==> src/rtl/hz_pkg.sv <==
package hz_pkg;
  typedef enum logic [2:0] {
    CLS_OTHER  = 3'd0,
    CLS_VIADD  = 3'd1,
    CLS_LANERD = 3'd2,
    CLS_SALU   = 3'd3,
    CLS_WR_VE  = 3'd4,
    CLS_WR_SCC = 3'd5,
    CLS_BR_VE  = 3'd6,
    CLS_BR_SCC = 3'd7
  } cls_e;
endpackage

==> src/rtl/hz_fwd_timer.sv <==
module hz_fwd_timer #(
  parameter int unsigned DELAY = 16
) (
  input  logic clk_i,
  input  logic rst_ni,
  input  logic load_i,
  output logic busy_o
);
  localparam int unsigned CNT_W = $clog2(DELAY + 1);
  localparam logic [CNT_W-1:0] RELOAD = CNT_W'(DELAY - 1);

  logic [CNT_W-1:0] cnt_q;

  // window counts the producer's own issue cycle, hence DELAY-1
  always_ff @(posedge clk_i or negedge rst_ni) begin
    if (!rst_ni)            cnt_q <= '0;
    else if (load_i)        cnt_q <= RELOAD;
    else if (cnt_q != '0)   cnt_q <= cnt_q - 1'b1;
  end

  assign busy_o = (cnt_q != '0);

  AST_TIMER_LOAD: assert property (@(posedge clk_i) disable iff (!rst_ni)
    load_i |=> cnt_q == RELOAD);
  AST_TIMER_DEC: assert property (@(posedge clk_i) disable iff (!rst_ni)
    (!load_i && cnt_q != '0) |=> cnt_q == $past(cnt_q) - 1'b1);
endmodule

==> src/rtl/hz_flag_track.sv <==
module hz_flag_track
  import hz_pkg::*;
#(
  parameter int unsigned PENALTY = 4
) (
  input  logic clk_i,
  input  logic rst_ni,
  input  logic valid_i,
  input  logic issue_i,
  input  cls_e cls_i,
  output logic hazard_o
);
  localparam int unsigned PEN_W = $clog2(PENALTY + 1);
  localparam logic [PEN_W-1:0] PEN_MAX = PEN_W'(PENALTY);

  logic             ve_q, scc_q;
  logic [PEN_W-1:0] pen_q;
  logic             raw_hz;

  assign raw_hz = (cls_i == CLS_BR_VE  && ve_q) ||
                  (cls_i == CLS_BR_SCC && scc_q);
  assign hazard_o = raw_hz && (pen_q != PEN_MAX);

  always_ff @(posedge clk_i or negedge rst_ni) begin
    if (!rst_ni) begin
      ve_q  <= 1'b0;
      scc_q <= 1'b0;
      pen_q <= '0;
    end else if (issue_i) begin
      ve_q  <= (cls_i == CLS_WR_VE);
      // a VCC/EXEC write also disturbs SCC
      scc_q <= (cls_i == CLS_WR_SCC) || (cls_i == CLS_WR_VE);
      pen_q <= '0;
    end else if (valid_i && hazard_o) begin
      pen_q <= pen_q + 1'b1;
    end
  end

  AST_PEN_BOUND: assert property (@(posedge clk_i) disable iff (!rst_ni)
    pen_q <= PEN_MAX);
  AST_FLAG_CLEAR: assert property (@(posedge clk_i) disable iff (!rst_ni)
    (issue_i && cls_i != CLS_WR_VE && cls_i != CLS_WR_SCC) |=> (!ve_q && !scc_q));
endmodule

==> src/rtl/issue_hazard_gate.sv <==
module issue_hazard_gate
  import hz_pkg::*;
#(
  parameter int unsigned WAVE_W    = 6,
  parameter int unsigned NUM_CU    = 2,
  parameter int unsigned FWD_DELAY = 16,
  parameter int unsigned PENALTY   = 4
) (
  input  logic              clk_i,
  input  logic              rst_ni,
  input  logic              valid_i,
  input  logic [2:0]        class_i,
  input  logic [WAVE_W-1:0] waves_i,
  output logic              stall_o,
  output logic              ready_o
);
  localparam int unsigned MASK_LIMIT = 4 * NUM_CU;

  cls_e cls;
  logic masked, issue, fwd_busy, flag_hz, prod;

  assign cls    = cls_e'(class_i);
  assign masked = 32'(waves_i) > MASK_LIMIT;
  assign prod   = (cls == CLS_VIADD) || (cls == CLS_LANERD);

  hz_fwd_timer #(.DELAY(FWD_DELAY)) u_timer (
    .clk_i  (clk_i),
    .rst_ni (rst_ni),
    .load_i (issue && prod),
    .busy_o (fwd_busy)
  );

  hz_flag_track #(.PENALTY(PENALTY)) u_flags (
    .clk_i    (clk_i),
    .rst_ni   (rst_ni),
    .valid_i  (valid_i),
    .issue_i  (issue),
    .cls_i    (cls),
    .hazard_o (flag_hz)
  );

  assign stall_o = valid_i && !masked && ((cls == CLS_SALU && fwd_busy) || flag_hz);
  assign ready_o = valid_i && !stall_o;
  assign issue   = ready_o;

  AST_SALU_HELD: assert property (@(posedge clk_i) disable iff (!rst_ni)
    (ready_o && prod) |=> ((valid_i && cls == CLS_SALU &&
                            32'(waves_i) <= MASK_LIMIT) -> stall_o));
  AST_BRANCH_HELD: assert property (@(posedge clk_i) disable iff (!rst_ni)
    (ready_o && cls == CLS_WR_VE) |=> ((valid_i && class_i[2:1] == 2'b11 &&
                                        32'(waves_i) <= MASK_LIMIT) -> stall_o));
  AST_IDLE_NO_STALL: assert property (@(posedge clk_i) disable iff (!rst_ni)
    !valid_i |-> (!stall_o && !ready_o));
endmodule

==> config.mk <==
export PLATFORM = sky130hd
export DESIGN_NAME = issue_hazard_gate
export DESIGN_NICKNAME = d
export VERILOG_FILES = /design/src/rtl/hz_pkg.sv /design/src/rtl/hz_fwd_timer.sv /design/src/rtl/hz_flag_track.sv /design/src/rtl/issue_hazard_gate.sv
export SDC_FILE = /design/constraint.sdc
export NUM_CORES = 1
export LEC_CHECK = 0
export BUFFER_PORTS_ARGS = -buffer_cell sky130_fd_sc_hd__buf_4
export CORE_AREA = 2 2 39 41
export DETAILED_ROUTE_END_ITERATION = 10
export DIE_AREA = 0 0 41 43
export MAX_ROUTING_LAYER = met4
export PLACE_DENSITY = 0.7
export SYNTH_ARGS = -nofsm -noshare
export SYNTH_HDL_FRONTEND = slang
export SYNTH_SLANG_ARGS = --single-unit
==> constraint.sdc <==
create_clock -name clk_i -period 2.2 [get_ports clk_i]
set_input_delay 0.55 -clock clk_i [delete_from_list [all_inputs] [get_ports clk_i]]
set_output_delay 0.55 -clock clk_i [all_outputs]
set_load 0.005 [all_outputs]
**Word-level counts from Yosys, hierarchy flattened**

Cells that the tools add are included.

- Bits in registers: 10
- Input port bits: 12
- Output and inout bits: 2

- Add/sub/neg operators: 2
- Order comparisons: 1
- Equality and inequality tests: 8
- Multiplexer cells: 4
- Reductions and logical operators: 18

Operator list:

| cell | count |
|---|---|
| 3-bit equality test (second input constant) | 4 |
| 5-bit two-way mux | 2 |
| 1-bit logical AND | 9 |
| 3-bit by 2-bit equality test with 1-bit output (second input constant) | 2 |
| 6-bit by 4-bit > comparator with 1-bit output (second input constant) | 1 |
| 3-bit two-way mux | 2 |
| 5-bit nonzero test | 1 |
| 5-bit by 1-bit subtractor with 5-bit output (second input constant) | 1 |
| 1-bit logical OR | 4 |
| 2-bit nonzero test | 2 |
| 3-bit by 1-bit adder with 3-bit output (second input constant) | 1 |
| 3-bit by 1-bit equality test with 1-bit output (second input constant) | 1 |
| 3-bit != test (second input constant) | 1 |
| 1-bit zero test | 2 |

**Logic depth before layout (Yosys ltp)**

Gate-level depths: netlist (run 1).

- Depth in word-level cells: 10
- Mapped depth: 6
- Gate-level depth less buffers: 6

**Modules after synthesis**

A second synthesis (run 1) with hierarchy kept.

- Cell total of the unflattened synthesis: 63
- Area, all modules: 643.1 µm²

Modules (own cells, without submodules):

| module | instances | cells each | area an instance (µm²) |
|---|---|---|---|
| hz_flag_track | 1 | 30 | 315.3 |
| hz_fwd_timer | 1 | 23 | 256.5 |
| issue_hazard_gate | 1 | 10 | 71.3 |

**Worst setup path before layout (run 1)**

No wires, ideal clock.

- Kind: reg2out
- Start: register u_flags.pen_q[0]
- End: output port stall_o
- Arrival time: 1.328 ns
- Data required time: 1.650 ns
- Setup slack: 0.322 ns
- Stages on the path, launching flop included: 6
- Cells stage by stage: dfrtp_1 inv_1 ha_1 and2_0 o32ai_2 and4_1

- Cells in the longest elaborated chain, start to end: 4

RTL lines:

| element | line | text |
|---|---|---|
| start, declared | hz_flag_track.sv:17 | `logic [PEN_W-1:0] pen_q;` |
| start signal, assigned | hz_flag_track.sv:35 | `pen_q <= pen_q + 1'b1;` |
| 3-bit != test | hz_flag_track.sv:22 | `assign hazard_o = raw_hz && (pen_q != PEN_MAX);` |
| 1-bit logical AND | hz_flag_track.sv:22 |  |
| 1-bit logical OR | issue_hazard_gate.sv:42 | `assign stall_o = valid_i && !masked && ((cls == CLS_SALU && fwd_busy) \|\| flag_hz);` |
| 1-bit logical AND | issue_hazard_gate.sv:42 |  |
| end, declared | issue_hazard_gate.sv:14 | `output logic stall_o,` |

No other way between the ends.

**Final worst setup path (run 1)**

- Start: register u_timer.cnt_q[1]
- End: output port stall_o

- Cells in the longest elaborated chain, start to end: 4

RTL lines:

| element | line | text |
|---|---|---|
| start, declared | hz_fwd_timer.sv:12 | `logic [CNT_W-1:0] cnt_q;` |
| start signal, assigned | hz_fwd_timer.sv:18 | `else if (cnt_q != '0) cnt_q <= cnt_q - 1'b1;` |
| 5-bit nonzero test | hz_fwd_timer.sv:21 | `assign busy_o = (cnt_q != '0);` |
| 1-bit logical AND | issue_hazard_gate.sv:42 |  |
| 1-bit logical OR | issue_hazard_gate.sv:42 |  |
| 1-bit logical AND | issue_hazard_gate.sv:42 |  |

No other way between the ends.

==> flow_metrics.tcl, run 1 <==
set metrics [dict create \
    number_of_enable_type_register_cells_in_the_synthesized_netlist 0 \
    largest_fanout_on_the_critical_path 3 \
    tritoncts "done" \
    regToRegStartpoint "u_timer.cnt_q[1]" \
    initial_utilization 0.4430 \
    die_height_um 43 \
    floorplan.core_area_um2 1384 \
    worstSetupPathType "register to primary output" \
    pwr_dens_nw_per_um2 777.6 \
    ioPinCount 14 \
    worstReg2RegEnd "u_flags.ve_q" \
    ys_seq_area_frac 0.4082 \
    yosysWarnings 0 \
    maxSlewHeadroom 0.7093 \
    synth_area_um2 613.1 \
    drive_gt1_frac 0.3780 \
    rsz_0062_raised_after_global_routing "yes" \
    first_global_vias 526 \
    layout.cells.most_common "sky130_fd_sc_hd__buf_4" \
    grt_max_degree 11 \
    actual_transition_at_the_worst_max_transition_pin_ns 0.4239 \
    drt-pass1-iter-count 2 \
    maxSlewViolCount 0 \
    final_net_count 100 \
    numCtsBuffers 3 \
    rrSetupSlack_ns 0.63 \
    grt_first_pass_wirelength_um 1994 \
    route.vias.total 493 \
    antenna-diode-count 0 \
    vias_per_cell 5.031 \
    synth_async_sr_flop_share 1.000 \
    die_width_um 41 \
    finalHoldViolations 0 \
    clk-insertion-delay-late_ns 0.25 \
    post-place-ws_ns 0.1391 \
    cts_htree_levels 1 \
    timing.clock.skew_ns 0.004402 \
    worstSetupStartpointType "register" \
    drt-wirelength-per-cell_um 11.84 \
    die_area_um2 1763 \
    setup_viol 0 \
    grt_overflow 0 \
    finalCritPeriodShare 0.9786 \
    final_cell_mix "sky130_fd_sc_hd__buf_4, sky130_fd_sc_hd__dfrtp_1, sky130_fd_sc_hd__nand2_1" \
    clock_tree.buffer_depth 2 \
    postRouteWirelength_um 1160 \
    sequential_cell_area_um2 250.2 \
    number_of_instances_in_the_synthesized_netlist 60 \
    max_stage_delay_ns 0.39 \
    syn_area_per_cell_um2 10.22 \
    fin_ws_ns 0.04705 \
    r2r.worst_path.cells 7 \
    multi_input_area_um2 365.4 \
    cp_data_required_time_ns 1.65 \
    setup_total_negative_slack_ns 0 \
    grt_usage 0.1691 \
    synth_cell_types 24 \
    worst_path_top_cell_family_by_delay "simple AND/OR/NAND/NOR gates" \
    area_growth_syn_to_layout_pct 35.51 \
    core.rowCount 14 \
    place_congestion 0.7023 \
    synth_top_flop_cell "sky130_fd_sc_hd__dfrtp_1" \
    synth.net_count 76 \
    antenna_found_initial 0 \
    hold_buffers 0 \
    ordered_list_of_cells_on_the_worst_path "inv_2 -> ha_4 -> nor4b_4 -> o32ai_4 -> and4_1 -> buf_4" \
    crit_cells 6 \
    clk_pin_slew_ns 0.06 \
    critical_path.slowest_cell "sky130_fd_sc_hd__dfrtp_1" \
    cp_num_buf_inv 2 \
    timing.hold.worst.class "input pin to asynchronous set/reset pin" \
    p_leak_nw 0.3622 \
    drcViolationCount 0 \
    peakVddDrop_mv 0.3910 \
    worst_setup_path_end_kind "primary output" \
    finalWorstPathRequiredPeriod_ns 2.153 \
    dr.first_iter.drc_count 2 \
    n_fill_cell 134 \
    root_buffer "sky130_fd_sc_hd__clkbuf_4" \
    clkSinkCount 10 \
    fmaxAchievable_ghz 0.4645 \
    detail-route-antenna-nets 0 \
    run_status "finished, final reports clean" \
    worst_path_arrival_time_ns 1.60 \
    max_cap_viol_count 0 \
    synth_seq_cells 10 \
    port-buffer-count 13 \
]
## where the power goes
group	leakage, nW	internal, mW	total [mW]	switching, mW
sequential	0.126	0.232	0.283	0.0505
clock	0.0138	0.0626	0.115	0.0524
combinational	0.222	0.138	0.248	0.109
## flip-flops by register name, summed over array words and instances (netlist names)
signal	flops
u_timer.cnt_q	5
u_flags.pen_q	3
u_flags.scc_q	1
u_flags.ve_q	1
## cells by family after synthesis
group	synth area share
DFF	0.4082
xor gates and xnor gates	0.07143
AOI/OAI and AO/OA	0.1327
muxes	0.03265
buffers and inverters	0.04286
and+or+nand+nor	0.2306
adders and majority gates	0.08164
## layout make-up
class | count | share of cell area
Clock buffer | 3 | 0.02711
Inverter | 7 | 0.03163
Multi-Input combinational cell | 43 | 0.4398
Sequential cell | 10 | 0.3012
Tap cell | 16 | 0.02410
Timing Repair Buffer | 19 | 0.1762
## per-layer routing
| metal | up-vias | global-route usage | part of all wire |
|---|---|---|---|
| li1 | 251 | - | - |
| met1 | 226 | 0.1924 | 0.40 |
| met2 | 14 | 0.2906 | 0.56 |
| met3 | 2 | 0.01571 | 0.035 |
| met4 | 0 | 0.06000 | 0.0034 |
| met5 | - | - | 0 |
## worst max path at each step
stage / from / endpoint
after floorplan: u_flags.pen_q[0] / stall_o
after global placement: class_i[0] / stall_o
after detailed placement: class_i[0] / stall_o
after CTS: u_flags.pen_q[0] / stall_o
after global routing: u_flags.pen_q[0] / stall_o
final: u_timer.cnt_q[1] / stall_o
## worst reg2reg max path: cells and delay by family (launching register included)
kind / cells / cell delay [ns]
fa+ha+maj: 1 / 0.12
flops: 1 / 0.39
buf+inv: 2 / 0.25
simple gates: 1 / 0.27
compound gates: 3 / 0.42
## stage by stage
| step | total power, mW | utilization | std cells | cell area, µm² | hold WS, ns |
|---|---|---|---|---|---|
| floorplan | 0.4157 | - | 60 | 613.1 | 0.2544 |
| global placement | 0.4720 | 0.5389 | 91 | 745.7 | 0.3834 |
| detailed placement | 0.4796 | 0.5389 | 91 | 745.7 | 0.3845 |
| CTS | 0.6441 | 0.5931 | 97 | 820.8 | 0.1057 |
| global route | 0.6929 | 0.6004 | 98 | 830.8 | 0.1131 |
| finish | 0.6460 | 0.6004 | 98 | 830.8 | 0.1073 |
## cells in the mapped netlist, types with 2 or more instances
library cell	number	area [µm²]
sky130_fd_sc_hd__ha_1	4	50.05
sky130_fd_sc_hd__xnor2_1	5	43.79
sky130_fd_sc_hd__nand3b_1	2	15.01
sky130_fd_sc_hd__inv_1	7	26.28
sky130_fd_sc_hd__dfrtp_1	10	250.2
sky130_fd_sc_hd__mux2i_1	2	20.02
sky130_fd_sc_hd__or3_1	3	18.77
sky130_fd_sc_hd__nand2_1	7	26.28
sky130_fd_sc_hd__nor2_1	5	18.77
## timing repair
action / CTS / global route
hold endpoints to repair: 0 / 0
setup endpoints to repair: 2 / 2
resized for setup: 9 / 1
pin swaps: 3 / 3
setup buffers: 3 / 1
(Power assumes the default switching activity.)
==> run 2: changes to the inputs <==
- clock period: 2.2 -> 2.8 ns (I/O delays scaled with it)
==> flow_metrics.tcl, run 2 (same netlist as run 1, synthesis figures left out) <==
set metrics [dict create \
    comb_power_share 0.299 \
    die_height_um 43 \
    regToRegStartpoint "u_flags.pen_q[0]" \
    drt-pass1-iter-count 4 \
    route.vias.total 508 \
    reg_top3 "u_timer.cnt_q: 5 flops, u_flags.pen_q: 3 flops" \
    grt_first_pass_wirelength_um 2076 \
    critical_path.slowest_cell "sky130_fd_sc_hd__dfrtp_1" \
    detail-route-antenna-nets 0 \
    clkPwrFrac 0.255 \
    cts_htree_levels 1 \
    ioPinCount 14 \
    cp_num_buf_inv 2 \
    max_stage_delay_ns 0.39 \
    finalCritPeriodShare 0.8877 \
    dr.first_iter.drc_count 5 \
    numPlacedInstances 90 \
    core.rowCount 14 \
    tritoncts "done" \
    area_growth_syn_to_layout_pct 26.33 \
    worst_setup_path_end_kind "primary output" \
    maxSlewHeadroom 0.6950 \
    final_cell_mix "sky130_fd_sc_hd__buf_4, sky130_fd_sc_hd__dfrtp_1, sky130_fd_sc_hd__inv_1, sky130_fd_sc_hd__nand2_1" \
    vias_per_cell 5.404 \
    drcViolationCount 0 \
    timing.hold.worst.class "input pin to asynchronous set/reset pin" \
    clock_tree.buffer_depth 2 \
    r2r.worst_path.cells 6 \
    drive_gt1_frac 0.2821 \
    clk_pin_slew_ns 0.07 \
    numCtsBuffers 3 \
    setup_total_negative_slack_ns 0 \
    ctsResizeCount 0 \
    worstSetupStartpointType "register" \
    die_area_um2 1763 \
    rsz_0062_raised_after_global_routing "no" \
    hold_buffers 0 \
    setup_viol 0 \
    regMostFlops "u_timer.cnt_q" \
    crit_cells 6 \
    antenna_found_initial 0 \
    first_global_vias 495 \
    drt-wirelength-per-cell_um 12.81 \
    finalHoldViolations 0 \
    fmaxAchievable_ghz 0.4023 \
    final_std_cells_w_o_fill 94 \
    rrSetupSlack_ns 1.16 \
    clk-insertion-delay-late_ns 0.26 \
    place_congestion 0.7300 \
    p_leak_nw 0.3431 \
    ordered_list_of_cells_on_the_worst_path "inv_1 -> ha_1 -> and2_0 -> o32ai_2 -> a31oi_4 -> buf_4" \
    layout.cells.most_common "sky130_fd_sc_hd__buf_4" \
    postRouteWirelength_um 1204 \
    die_width_um 41 \
    floorplan.core_area_um2 1384 \
    postCtsSetupRepairBufs 0 \
    maxSlewViolCount 0 \
    peakVddDrop_mv 0.3545 \
    grt_usage 0.1841 \
    grt_max_degree 11 \
    root_buffer "sky130_fd_sc_hd__clkbuf_4" \
    largest_fanout_on_the_critical_path 6 \
    total_switching_power_uw 159.4 \
    clkSinkCount 10 \
    timing.clock.skew_ns 0.005210 \
    actual_transition_at_the_worst_max_transition_pin_ns 0.4537 \
    final_net_count 95 \
    pwr_dens_nw_per_um2 644.2 \
    initial_utilization 0.4430 \
    worst_path_arrival_time_ns 1.79 \
    switching_part_of_the_total 0.3196 \
    worstReg2RegEnd "u_flags.ve_q" \
    internal-power_uw 339.5 \
    sequential_power_share 0.446 \
    port-buffer-count 13 \
    worstSetupPathType "register to primary output" \
    hpwlAfterDp_um 979.9 \
    critical_path_capture_point "ready_o" \
    grt_overflow 0 \
    cp_data_required_time_ns 2.10 \
    finalWorstPathRequiredPeriod_ns 2.485 \
    worst_path_top_cell_family_by_delay "compound AO/OA/AOI/OAI gates" \
    antenna-diode-count 0 \
    flip_flop_count_of_the_largest_register_all_copies_and_words_added 5 \
    crit_start "u_flags.pen_q[0]" \
    run_status "finished, final reports clean" \
    max_cap_viol_count 0 \
]
==> run 2: through the flow <==
step / hold WS, ns / area (µm²) / total power [mW] / utilization / setup WS, ns
after floorplan: 0.4044 / 613.1 / 0.3266 / - / 0.7195
after global placement: 0.5131 / 738.2 / 0.3680 / 0.5335 / 0.4448
after detailed placement: 0.5240 / 738.2 / 0.3765 / 0.5335 / 0.4028
final: 0.2512 / 774.5 / 0.4989 / 0.5597 / 0.3145
after global routing: 0.2415 / 774.5 / 0.5433 / 0.5597 / 0.1956
after CTS: 0.2448 / 774.5 / 0.5098 / 0.5597 / 0.2938
==> run 2: area by class of cell <==
cell class | count | area, µm²
Tap cell | 16 | 20.02
Fill cell | 129 | 609.3
Timing Repair Buffer | 14 | 105.1
Multi-Input combinational cell | 43 | 336.6
Inverter | 7 | 26.28
Clock buffer | 4 | 36.28
Sequential cell | 10 | 250.2
==> run 2: worst min-delay path by stage <==
stage | cells after the start | startpoint | slack (ns) | end
2_1_floorplan | 0 | rst_ni | 0.40 | u_flags.pen_q[0]
3_3_place_gp | 2 | u_timer.cnt_q[1] | 0.51 | u_timer.cnt_q[1]
3_5_place_dp | 2 | u_flags.scc_q | 0.52 | u_flags.scc_q
4_1_cts | 1 | rst_ni | 0.24 | u_flags.pen_q[0]
5_1_grt | 1 | rst_ni | 0.24 | u_flags.pen_q[1]
6_report | 1 | rst_ni | 0.25 | u_flags.pen_q[0]
==> run 2: power groups by stage <==
stage	registers, mW	logic (mW)	clock network [mW]
final	0.222	0.149	0.127
after global routing	0.227	0.174	0.142
after CTS	0.224	0.153	0.134
after detailed placement	0.227	0.150	0
after global placement	0.222	0.146	0
after floorplan	0.216	0.110	0
==> run 2: layer usage <==
layer,GRT usage,vias up,routed length (µm)
li1,-,242,-
met1,0.2169,250,484
met2,0.2813,16,661
met3,0.06806,0,58
met4,0.06000,0,0
met5,-,-,0
==> run 2: worst register-to-register path, stage by stage (launching register included) <==
cell                      delay [ns]
sky130_fd_sc_hd__dfrtp_1        0.39
sky130_fd_sc_hd__inv_1          0.06
sky130_fd_sc_hd__ha_1           0.19
sky130_fd_sc_hd__and2_0         0.19
sky130_fd_sc_hd__o32ai_2        0.35
sky130_fd_sc_hd__a31oi_4        0.17
sky130_fd_sc_hd__o22ai_1        0.20
==> run 3: changes to the inputs <==
- PLACE_DENSITY: 0.7 -> default
- PLACE_DENSITY_LB_ADDON: default -> 0.2
==> flow_metrics.tcl, run 3 (same netlist as run 1, synthesis figures left out) <==
set metrics [dict create \
    hpwlAfterDp_um 904.4 \
    p_leak_nw 0.3485 \
    layout.cells.most_common "sky130_fd_sc_hd__buf_4" \
    dr.first_iter.drc_count 4 \
    place_congestion 0.7487 \
    critical_path.slowest_cell "sky130_fd_sc_hd__dfrtp_1" \
    final_util 0.5651 \
    clk_pin_slew_ns 0.07 \
    reg_top3 "u_timer.cnt_q: 5 flops, u_flags.pen_q: 3 flops" \
    cts_htree_levels 1 \
    maxSlewHeadroom 0.6990 \
    numCtsBuffers 3 \
    initial_utilization 0.4430 \
    fin_area_um2 782.0 \
    worstSetupPathType "register to primary output" \
    fmaxAchievable_ghz 0.3935 \
    final_cell_mix "sky130_fd_sc_hd__buf_4, sky130_fd_sc_hd__dfrtp_1, sky130_fd_sc_hd__inv_1, sky130_fd_sc_hd__nand2_1" \
    clock_tree.buffer_depth 2 \
    grt_first_pass_wirelength_um 2007 \
    final_std_cells_w_o_fill 95 \
    setup_viol 0 \
    worstSetupStartpointType "register" \
    largest_fanout_on_the_critical_path 6 \
    finalWorstPathRequiredPeriod_ns 2.541 \
    drcViolationCount 0 \
    die_width_um 41 \
    timing.clock.skew_ns 0.005741 \
    floorplan.core_area_um2 1384 \
    clkSinkCount 10 \
    antenna-diode-count 0 \
    worst_setup_path_end_kind "primary output" \
    detail-route-antenna-nets 0 \
    flip_flop_count_of_the_largest_register_all_copies_and_words_added 5 \
    run_status "finished, final reports clean" \
    vias_per_cell 5.295 \
    drive_gt1_frac 0.2911 \
    drt-wirelength-per-cell_um 11.88 \
    core.rowCount 14 \
    drt-pass1-iter-count 2 \
    pwr_dens_nw_per_um2 642.4 \
    antenna_found_initial 0 \
    cp_data_required_time_ns 2.10 \
    grt_overflow 0 \
    maxSlewViolCount 0 \
    post_dp_cell_area_um2 730.7 \
    first_global_vias 525 \
    rsz_0062_raised_after_global_routing "no" \
    tritoncts "done" \
    grt_max_degree 11 \
    worst_path_arrival_time_ns 1.84 \
    setup_total_negative_slack_ns 0 \
    route.vias.total 503 \
    ordered_list_of_cells_on_the_worst_path "inv_1 -> ha_1 -> nor4b_4 -> buf_4 -> o32ai_2 -> a31oi_4 -> buf_4" \
    peakVddDrop_mv 0.2448 \
    die_height_um 43 \
    die_area_um2 1763 \
    port-buffer-count 13 \
    area_growth_syn_to_layout_pct 27.55 \
    regMostFlops "u_timer.cnt_q" \
    postRouteWirelength_um 1129 \
    numPlacedInstances 89 \
    root_buffer "sky130_fd_sc_hd__clkbuf_4" \
    finalHoldViolations 0 \
    critical-path-top-cell-by-count "sky130_fd_sc_hd__buf_4" \
    max_cap_viol_count 0 \
    finalCritPeriodShare 0.9075 \
    hold_buffers 0 \
    timing.hold.worst.class "input pin to asynchronous set/reset pin" \
    clk-insertion-delay-late_ns 0.27 \
    final_net_count 96 \
    ioPinCount 14 \
    max_stage_delay_ns 0.38 \
    grt_usage 0.1745 \
    actual_transition_at_the_worst_max_transition_pin_ns 0.4476 \
]
run 3: path summary, 6_finish.rpt:
path | start | to | slack [ns] | cells after the start
max | u_timer.cnt_q[0] | ready_o | 0.26 | 7
min in group clk_i | u_timer.cnt_q[1] | u_timer.cnt_q[1] | 0.52 | 2
max in group asynchronous | rst_ni | u_flags.scc_q | 2.41 | 1
min | rst_ni | u_flags.pen_q[2] | 0.25 | 1
max reg2reg | u_timer.cnt_q[0] | u_flags.ve_q | 1.15 | 7
min reg2reg | u_timer.cnt_q[1] | u_timer.cnt_q[1] | 0.52 | 2
run 3: routing by layer:
metal / track usage / wire, µm / share of wire
met2: 0.2906 / 577 / 0.51
met5: - / 0 / 0
met1: 0.1791 / 469 / 0.42
met4: 0.08000 / 29 / 0.026
met3: 0.04712 / 51 / 0.045
run 3: worst max-delay path: cells and delay by family (launching register included):
kind	cells	cell delay [ns]
adder cells (fa/ha/maj)	1	0.19
flip-flops	1	0.38
AND/OR/NAND/NOR	1	0.21
buffers and inverters	3	0.47
AO/OA/AOI/OAI	2	0.33
run 3: where the power goes:
group          internal, mW  switching [mW]  total [mW]
Combinational        0.0813          0.0737       0.155
Sequential            0.182          0.0365       0.219
Clock                0.0790          0.0494       0.128
Total                 0.343           0.160       0.502
run 3: timing repair:
action	in CTS	in global routing
gates resized for setup	0	0
buffers inserted	0	2
hold endpoints to repair	0	0
endpoints found under the setup margin	0	1
run 3: layout make-up:
| class | instances | area (µm²) |
|---|---|---|
| clock buffers | 4 | 36.28 |
| fillers | 122 | 601.8 |
| inverters | 7 | 26.28 |
| multi-input cells | 43 | 336.6 |
| flip-flops and latches | 10 | 250.2 |
| well taps | 16 | 20.02 |
| repair buffers | 15 | 112.6 |
run 3: through the flow:
stage	worst slack, ns	hold WS [ns]	power, mW
floorplan	0.7195	0.4044	0.3266
global placement	0.4224	0.5222	0.3696
detailed placement	0.3775	0.5191	0.3739
CTS	0.1289	0.2447	0.5049
global route	0.1380	0.2407	0.5411
finish	0.2589	0.2468	0.5024
